===== src/rtl/twos_addsub_pkg.sv =====
// Package: shared types for the adder/subtractor.
// Assumes: nothing beyond IEEE 1800-2017 types.
package twos_addsub_pkg;

    typedef enum logic {
        OP_ADD = 1'b0,
        OP_SUB = 1'b1
    } op_e;

endpackage


===== src/rtl/addsub_fa_cell.sv =====
// Module: addsub_fa_cell
// One full-adder stage. Sum is the parity of the three inputs.
// Carry is the majority of the three inputs.
// Assumes: single-bit inputs, no storage.
module addsub_fa_cell (
    input  logic a_bit,
    input  logic b_bit,
    input  logic c_in,
    output logic s_bit,
    output logic c_out
);

    // Parity sum and majority carry for this stage.
    always_comb begin
        s_bit = a_bit ^ b_bit ^ c_in;
        c_out = (a_bit & b_bit) | (a_bit & c_in) | (b_bit & c_in);
    end

endmodule


===== src/rtl/addsub_y_cond.sv =====
// Module: addsub_y_cond
// Conditions the second operand. In subtract mode every bit is inverted;
// in add mode the operand passes through unchanged.
// Assumes: WIDTH >= 2.
module addsub_y_cond #(
    parameter int WIDTH = 8
) (
    input  logic [WIDTH-1:0] y_raw,
    input  logic             invert,
    output logic [WIDTH-1:0] y_eff
);

    for (genvar g = 0; g < WIDTH; g++) begin : g_inv
        // Per-bit XOR with the mode select.
        always_comb y_eff[g] = y_raw[g] ^ invert;
    end

    // in subtract mode each output bit is the opposite of its input bit
    always_comb begin
        if (invert) begin

            inv_chk: assert ((y_eff & y_raw) == '0 && (y_eff | y_raw) == '1)
                else $error("conditioned operand is not the complement");
        end
    end

endmodule


===== src/rtl/addsub_ripple.sv =====
// Module: addsub_ripple
// A WIDTH-stage ripple-carry chain of full-adder cells.
// Exposes the carry into the top stage and the carry out of it.
// Assumes: WIDTH >= 2. The depth grows linearly with WIDTH.
module addsub_ripple #(
    parameter int WIDTH = 8
) (
    input  logic [WIDTH-1:0] a_vec,
    input  logic [WIDTH-1:0] b_vec,
    input  logic             c_lsb,
    output logic [WIDTH-1:0] s_vec,
    output logic             c_into_msb,
    output logic             c_msb
);

    localparam int EXT = WIDTH + 1;

    logic [WIDTH:0] chain;

    // Seed the chain with the least significant carry.
    always_comb chain[0] = c_lsb;

    for (genvar g = 0; g < WIDTH; g++) begin : g_stage
        addsub_fa_cell u_fa (
            .a_bit (a_vec[g]),
            .b_bit (b_vec[g]),
            .c_in  (chain[g]),
            .s_bit (s_vec[g]),
            .c_out (chain[g+1])
        );
    end

    // Bring out the two top carries for the flag logic.
    always_comb begin
        c_into_msb = chain[WIDTH-1];
        c_msb      = chain[WIDTH];
    end

    logic [EXT-1:0] arith_ref;

    // Integer reference for the chain, used only by the check below.
    always_comb arith_ref = EXT'(a_vec) + EXT'(b_vec) + EXT'(c_lsb);


    always_comb begin
        chain_sum_chk: assert ({c_msb, s_vec} == arith_ref)
            else $error("ripple chain disagrees with integer sum");
    end

endmodule


===== src/rtl/addsub_ovf.sv =====
// Module: addsub_ovf
// Signed overflow flag. It is raised when the carry entering the sign stage
// differs from the carry leaving it.
// Assumes: the carries come from the same chain that forms the result.
module addsub_ovf (
    input  logic c_into_msb,
    input  logic c_msb,
    output logic ovf
);

    // Disagreement between the two top carries marks overflow.
    always_comb ovf = c_into_msb ^ c_msb;

endmodule


===== src/rtl/twos_addsub.sv =====
// Module: twos_addsub (top)
// Combinational two's complement adder/subtractor on one shared ripple chain.
// Subtraction inverts Y and drives the least significant carry to one.
// Outputs are the modular result, the top carry and a signed overflow flag.
// Assumes: WIDTH >= 2. No clock, no storage.
module twos_addsub #(
    parameter int WIDTH = 8
) (
    input  logic [WIDTH-1:0] x_in,
    input  logic [WIDTH-1:0] y_in,
    input  logic             sub_en,
    output logic [WIDTH-1:0] sum_out,
    output logic             carry_out,
    output logic             ovf_out
);

    import twos_addsub_pkg::*;

    localparam int MSB = WIDTH - 1;
    localparam int EXT = WIDTH + 1;

    op_e            op;
    logic [MSB:0]   y_cnd;
    logic           c_top_in;
    logic           c_top_out;
    logic [MSB:0]   s_int;
    logic           v_int;

    // Decode the control into the operation type.
    always_comb op = op_e'(sub_en);

    addsub_y_cond #(.WIDTH(WIDTH)) u_ycond (
        .y_raw  (y_in),
        .invert (op == OP_SUB),
        .y_eff  (y_cnd)
    );

    addsub_ripple #(.WIDTH(WIDTH)) u_chain (
        .a_vec      (x_in),
        .b_vec      (y_cnd),
        .c_lsb      (op == OP_SUB),
        .s_vec      (s_int),
        .c_into_msb (c_top_in),
        .c_msb      (c_top_out)
    );

    addsub_ovf u_ovf (
        .c_into_msb (c_top_in),
        .c_msb      (c_top_out),
        .ovf        (v_int)
    );

    // Drive the outputs from the chain and the flag logic.
    always_comb begin
        sum_out   = s_int;
        carry_out = c_top_out;
        ovf_out   = v_int;
    end

    logic [EXT-1:0] add_ref;
    logic [EXT-1:0] sub_ref;
    logic           eff_sign;

    // Integer references and the effective sign of Y, used only by the checks.
    always_comb begin
        add_ref  = EXT'(x_in) + EXT'(y_in);
        sub_ref  = EXT'(x_in) - EXT'(y_in);
        eff_sign = y_in[MSB] ^ sub_en;
    end

    // Checks that relate the ports to integer arithmetic.
    always_comb begin
        if (!sub_en) begin

            add_sum_chk: assert (sum_out == add_ref[MSB:0])
                else $error("add result wrong");

            add_carry_chk: assert (carry_out == add_ref[WIDTH])
                else $error("add carry wrong");

            no_overflow_chk: assert (!(x_in[MSB] != y_in[MSB] && ovf_out))
                else $error("opposite-sign add overflowed");
        end else begin

            sub_diff_chk: assert (sum_out == sub_ref[MSB:0])
                else $error("subtract result wrong");

            sub_borrow_chk: assert (carry_out == (x_in >= y_in))
                else $error("subtract carry wrong");
        end

        sign_ovf_chk: assert (ovf_out ==
                ((x_in[MSB] == eff_sign) && (sum_out[MSB] != x_in[MSB])))
            else $error("overflow flag disagrees with sign rule");
    end

endmodule


===== config.mk =====
export PLATFORM = sky130hd
export DESIGN_NAME = twos_addsub
export DESIGN_NICKNAME = d
export VERILOG_FILES = /design/src/rtl/twos_addsub_pkg.sv /design/src/rtl/addsub_fa_cell.sv /design/src/rtl/addsub_y_cond.sv /design/src/rtl/addsub_ripple.sv /design/src/rtl/addsub_ovf.sv /design/src/rtl/twos_addsub.sv
export SDC_FILE = /design/constraint.sdc
export NUM_CORES = 1
export LEC_CHECK = 0
export BUFFER_PORTS_ARGS = -buffer_cell sky130_fd_sc_hd__clkbuf_2
export CAP_MARGIN = 0
export CORE_AREA = 2 2 39 41
export DETAILED_ROUTE_END_ITERATION = 8
export DIE_AREA = 0 0 41 43
export PLACE_DENSITY_LB_ADDON = 0.2
export SLEW_MARGIN = 20
export SYNTH_ARGS = -nofsm -noshare
export SYNTH_HDL_FRONTEND = slang
export SYNTH_SLANG_ARGS = --single-unit

===== constraint.sdc =====
create_clock -name vclk -period 4.2
set_input_delay 0 -clock vclk [all_inputs]
set_output_delay 0 -clock vclk [all_outputs]
set_load 0.05 [all_outputs]

# Word level (Yosys, flattened, before mapping)
# Cells that the tools add are included.
# word_totals
register_bits	0
inputBits	17
output_inout_bits	10
elab_cells	65
# classes
bitwise	65
# ops
cell	n
XOR 1 bit	25
bitwise AND 1 bit	24
OR 1 bit	16

# Longest topological paths before layout
# Gate-level depths: netlist of run 1.
# logic_depth
word_depth	26
mapped_depth	12
ltp_nobuf	11

# Modules after synthesis
# From an unflattened synthesis of run 1, not the netlist that was laid out.
# unflattened
hier_cells	18
hier_area_um2	250.2
# modules_own_cells
mod	instances	cells_per_inst	area_each_um2	seq_area_each_um2
addsub_fa_cell	8	1	20.0	0.0
addsub_y_cond	1	9	81.3	0.0
addsub_ovf	1	1	8.8	0.0

# Least setup slack after synthesis of run 1
# No wires, ideal clock.
# synth_timing
path_kind	input to output
from	input port sub_en
to	output port ovf_out
arrival_time_ns	3.556
t_required_ns	4.200
setup_slack_ns	0.644
cell_stages	12
path_buffers	1
cell_sequence	buf_6 > xor2_1 > fa_1 > inv_1 > fa_1 > fa_1 > fa_1 > fa_1 > fa_1 > inv_1 > fa_1 > xnor2_1
# synth_between
elab_chain_len	26
word_cells_on_any_way	49
cone_classes	49 x bitwise
# synth_rtl
element	line_no	source
start, declared	twos_addsub.sv:11	input logic sub_en,
XOR 1 bit	addsub_y_cond.sv:15	always_comb y_eff[g] = y_raw[g] ^ invert;
bitwise AND 1 bit	addsub_fa_cell.sv:16	c_out = (a_bit & b_bit) | (a_bit & c_in) | (b_bit & c_in);
OR 1 bit (2 in series)	addsub_fa_cell.sv:16	
bitwise AND 1 bit	addsub_fa_cell.sv:16	
OR 1 bit (2 in series)	addsub_fa_cell.sv:16	
bitwise AND 1 bit	addsub_fa_cell.sv:16	
OR 1 bit (2 in series)	addsub_fa_cell.sv:16	
bitwise AND 1 bit	addsub_fa_cell.sv:16	
(+6 left out)	n/a	
OR 1 bit (2 in series)	addsub_fa_cell.sv:16	
bitwise AND 1 bit	addsub_fa_cell.sv:16	
OR 1 bit (2 in series)	addsub_fa_cell.sv:16	
bitwise AND 1 bit	addsub_fa_cell.sv:16	
OR 1 bit	addsub_fa_cell.sv:16	
OR 1 bit *	addsub_fa_cell.sv:16	
via carry_out	twos_addsub.sv:13	output logic carry_out,
XOR 1 bit *	addsub_ovf.sv:12	always_comb ovf = c_into_msb ^ c_msb;
end, declared	twos_addsub.sv:14	output logic ovf_out
# Mark *: on every way through the listed nets, which the timed path passes. The rest lies on a longest branch.

# Final worst setup path of run 1
# layout_timing
from	input port sub_en
to	output port sum_out[7]
# layout_between
elab_chain_len	23
word_cells_on_any_way	45
cone_classes	45 x bitwise
# layout_rtl
element	line_no	source
XOR 1 bit	addsub_y_cond.sv:15	
bitwise AND 1 bit	addsub_fa_cell.sv:16	
OR 1 bit (2 in series)	addsub_fa_cell.sv:16	
bitwise AND 1 bit	addsub_fa_cell.sv:16	
OR 1 bit (2 in series)	addsub_fa_cell.sv:16	
bitwise AND 1 bit	addsub_fa_cell.sv:16	
OR 1 bit (2 in series)	addsub_fa_cell.sv:16	
bitwise AND 1 bit	addsub_fa_cell.sv:16	
OR 1 bit (2 in series)	addsub_fa_cell.sv:16	
bitwise AND 1 bit	addsub_fa_cell.sv:16	
OR 1 bit (2 in series)	addsub_fa_cell.sv:16	
bitwise AND 1 bit	addsub_fa_cell.sv:16	
OR 1 bit (2 in series)	addsub_fa_cell.sv:16	
bitwise AND 1 bit	addsub_fa_cell.sv:16	
OR 1 bit (2 in series)	addsub_fa_cell.sv:16	
XOR 1 bit *	addsub_fa_cell.sv:15	s_bit = a_bit ^ b_bit ^ c_in;
end, declared	twos_addsub.sv:12	output logic [WIDTH-1:0] sum_out,
# Every way passes the cells marked *; elsewhere a longest branch is shown, timed or not.

==> results of run 1 <==
through the flow:
step                      hold slack [ns]  power (uW)  setup WS [ns]  utilization (%)  cells
after floorplan                    0.2187       159.5         0.6439                -     38
after global placement             0.3811       164.7         0.7907            31.10     72
after detailed placement           0.3873       165.2         0.7761            31.10     72
after CTS                          0.3881       165.6         0.7758            31.10     72
after global routing               0.4142       177.4         0.6321            31.10     72
final                              0.3842       162.8         0.8234            31.10     72
layer usage:
metal  global-route usage, %  vias to the layer above  wire [um]
met2                   12.50                       18        249
li1                        -                      130          -
met3                  0.5236                        0         68
met4                       0                        0          0
met5                       0                        -          0
met1                   6.515                      114        170
Yosys cell counts:
master,count,share of area (%)
xnor2_1,6,15
xor2_1,3,7.6
buf_6,1,3.2
inv_1,12,13
buf_4,8,17
mux2_2,1,3.2
fa_1,7,40
worst max-delay path: stages:
cell	delay, ns
clkbuf_2	0.23
xor2_1	0.22
fa_1	0.20
inv_1	0.05
fa_1	0.37
fa_1	0.38
fa_1	0.39
fa_1	0.39
fa_1	0.41
inv_1	0.08
fa_1	0.40
clkbuf_2	0.24
cells in the final DEF (no fill, tap or decap):
cell,count
xnor2_1,6
clkbuf_2,27
fa_1,7
inv_1,12
xor2_1,3
mux2_2,1
layout make-up:
class                      count  area, um2  area share, %
inverter                      12      45.04          10.47
multi-input combinational     17      230.2          53.49
tap                           16      20.02          4.651
timing repair buffer          27      135.1          31.40
logic make-up (layout without fill, tap and decap cells):
group	count (synthesis)	in the layout	synth area share, %
buf+inv	21	39	33.57
xor+xnor	9	9	22.74
mux	1	1	3.249
fa+ha+maj	7	7	40.43
power by group:
| group | switching, uW | internal, uW |
|---|---|---|
| clock | 0 | 0 |
| combinational | 122 | 40.7 |
| sequential | 0 | 0 |
worst max-delay path by stage:
stage,startpoint,endpoint,depth (start not counted)
6_report,sub_en,sum_out[7],12
4_1_cts,sub_en,sum_out[7],12
2_1_floorplan,sub_en,ovf_out,12
5_1_grt,sub_en,sum_out[7],12
3_3_place_gp,sub_en,sum_out[7],12
3_5_place_dp,sub_en,sum_out[7],12
==> impl_metrics.env, run 1 <==
export IMPL_seq_cell_count=0
export IMPL_min_period_over_period_pct=80.40
export IMPL_initial_core_util_pct=25.05
export IMPL_io_buffers=27
export IMPL_relSlewSlack_pct=81.25
export IMPL_drt_pass1_iter_count=1
export IMPL_cp_required_ns=4.20
export IMPL_final_area_um2=430.4
export IMPL_ctsResizeCount=0
export IMPL_synth_seq_area_share_pct=0
export IMPL_crit_path_max_fanout=8
export IMPL_dpl_instance_area_um2=430.4
export IMPL_cts_hold_buffers=0
export IMPL_hold_violations=0
export IMPL_die_area_um2=1763
export IMPL_synth_warnings=0
export IMPL_synth_area_per_cell_um2=9.121
export IMPL_cts_setup_buffers=0
export IMPL_timing_setup_tns_ns=0
export IMPL_drv_cap=0
export IMPL_clkbuf_count=0
export IMPL_die_w_um=41
export IMPL_grt_overflow_total=0
export IMPL_post_drt_wl_per_cell_um=6.764
export IMPL_grt_setup_unrepaired="false"
export IMPL_ys_types=7
export IMPL_syn_to_final_growth_pct=24.19
export IMPL_peakVddDrop_uv=111.6
export IMPL_grt_max_degree=9
export IMPL_fmax_ghz=0.2962
export IMPL_io_pins=27
export IMPL_drive_above_1_share_pct=50.00
export IMPL_vias=262
export IMPL_vias_per_cell=3.639
export IMPL_endpoint_kind="primary output"
export IMPL_p_leak_uw=0.0002563
export IMPL_placementRows=14
export IMPL_grt_pass1_vias=227
export IMPL_status="complete, no violations"
export IMPL_p_per_area_nw_per_um2=378.1
export IMPL_grt_antenna_before_repair=0
export IMPL_wl_um=487
export IMPL_core_um2=1384
export IMPL_grtUsageTotal_pct=6.149
export IMPL_synth_nets=62
export IMPL_setup_viol=0
export IMPL_grt_pass1_wl_um=807
export IMPL_holdPathStages=3
export IMPL_startpoint_type="primary input"
export IMPL_cp_arrival_ns=3.38
export IMPL_nets=82
export IMPL_gp_congestion=0.5824
export IMPL_antenna_left=0
export IMPL_hp_start="y_in[0]"
export IMPL_hold_end="sum_out[0]"
export IMPL_die_h_um=43
export IMPL_drcViolationCount=0
export IMPL_synth_cells=38
export IMPL_fin_crit_ns=3.377
export IMPL_diodes=0
export IMPL_path_class="primary input to primary output"
export IMPL_worst_pin_slew_ns=0.2824
export IMPL_num_fill_cells=155
export IMPL_maxSlewViolCount=0
export IMPL_register_area_um2=0
export IMPL_syn_cell_area_um2=346.6
export IMPL_drt_first_iter_violations=0
export IMPL_hold_class="primary input to primary output"
Power figures use the tool's default switching activity.
==> run 2, diff against run 1 <==
clock period = 3.2 ns   (was 4.2 ns; I/O delays follow)
==> impl_metrics.env, run 2 (same netlist as run 1, synthesis figures left out) <==
export IMPL_status="complete, no violations"
export IMPL_grt_antenna_before_repair=0
export IMPL_grt_overflow_total=0
export IMPL_fin_crit_ns=3.066
export IMPL_crit_path_max_fanout=4
export IMPL_cts_hold_buffers=0
export IMPL_path_class="primary input to primary output"
export IMPL_die_h_um=43
export IMPL_endpoint_kind="primary output"
export IMPL_die_w_um=41
export IMPL_dpl_instance_area_um2=494.2
export IMPL_p_leak_uw=0.0002847
export IMPL_die_area_um2=1763
export IMPL_post_drt_wl_per_cell_um=7.158
export IMPL_hold_class="primary input to primary output"
export IMPL_grt_pass1_wl_um=903
export IMPL_holdWs_ns=0.3798
export IMPL_hold_violations=0
export IMPL_cp_arrival_ns=3.07
export IMPL_syn_to_final_growth_pct=48.01
export IMPL_mostFrequentLayoutCell="clkbuf_2"
export IMPL_placementRows=14
export IMPL_cp_required_ns=3.20
export IMPL_min_period_over_period_pct=95.82
export IMPL_diodes=0
export IMPL_seq_cell_count=0
export IMPL_core_um2=1384
export IMPL_layout_common_cells="25 x clkbuf_2, 11 x inv_1, 5 x xnor2_1"
export IMPL_setup_viol=0
export IMPL_drt_pass1_iter_count=2
export IMPL_initial_core_util_pct=25.05
export IMPL_dp_hpwl_um=544.7
export IMPL_maxSlewViolCount=0
export IMPL_relSlewSlack_pct=81.62
export IMPL_drt_first_iter_violations=1
export IMPL_antenna_left=0
export IMPL_nets=86
export IMPL_register_area_um2=0
export IMPL_worst_pin_slew_ns=0.2769
export IMPL_drcViolationCount=0
export IMPL_io_pins=27
export IMPL_drive_above_1_share_pct=65.00
export IMPL_grt_setup_unrepaired="false"
export IMPL_startpoint_type="primary input"
export IMPL_p_per_area_nw_per_um2=488.6
export IMPL_io_buffers=27
export IMPL_grtUsageTotal_pct=6.862
export IMPL_wl_um=544
export IMPL_vias=270
export IMPL_drv_cap=0
export IMPL_fmax_ghz=0.3261
export IMPL_grt_max_degree=5
export IMPL_final_area_um2=513.0
export IMPL_peakVddDrop_uv=219.5
export IMPL_grt_pass1_vias=256
export IMPL_clkbuf_count=0
export IMPL_gp_congestion=0.6362
export IMPL_vias_per_cell=3.553
run 2: cell types whose count changed in the layout (fill, tap and decap cells not counted), sizes merged:
cell and change:
buf +6, clkbuf -2
run 2: through the flow:
step           instances  setup TNS (ns)  utilization (%)  setup slack [ns]  power, uW
2_1_floorplan         38               0                -          0.004168      224.8
3_3_place_gp          76       -0.006659            35.71         -0.006659      236.1
3_5_place_dp          76        -0.05142            35.71          -0.04127      238.3
4_1_cts               76               0            36.53           0.01241      247.5
5_1_grt               76               0            37.07          0.001225      270.3
6_report              76               0            37.07            0.1337      250.7
run 2: layout make-up:
class	instances	area, um2
Inverter	12	45.04
Timing Repair Buffer	31	181.4
Fill cell	155	870.8
Tap cell	16	20.02
Multi-Input combinational cell	17	266.5
run 2: critical path, stage by stage:
cell      delay, ns
clkbuf_2       0.13
xor2_2         0.18
fa_1           0.18
inv_1          0.05
fa_1           0.38
fa_2           0.35
fa_1           0.38
fa_2           0.36
fa_2           0.40
inv_2          0.06
fa_2           0.42
buf_6          0.16
run 2: final timing paths:
kind	start	to	slack [ns]	cells after the start
max	sub_en	sum_out[7]	0.13	12
min	x_in[0]	sum_out[0]	0.38	3
run 2: power breakdown:
part | total, uW | internal, uW | switching, uW | leakage (uW)
sequential | 0 | 0 | 0 | 0
combinational | 251 | 81.1 | 170 | 0.000285
clock | 0 | 0 | 0 | 0
total | 251 | 81.1 | 170 | 0.000285
run 2: repair_timing:
action | 4_1_cts | 5_1_grt
setup endpoints to repair | 2 | 3
pin swaps | 0 | 1
gates resized for setup | 3 | 4
buffers inserted | 0 | 0
run 2: per-layer routing:
| layer | vias up | routed length [um] | global-route usage [%] |
|---|---|---|---|
| met5 | - | 0 | 0 |
| li1 | 137 | - | - |
| met4 | 0 | 0 | 0 |
| met2 | 14 | 307 | 13.75 |
| met1 | 119 | 182 | 7.843 |
| met3 | 0 | 54 | 0 |
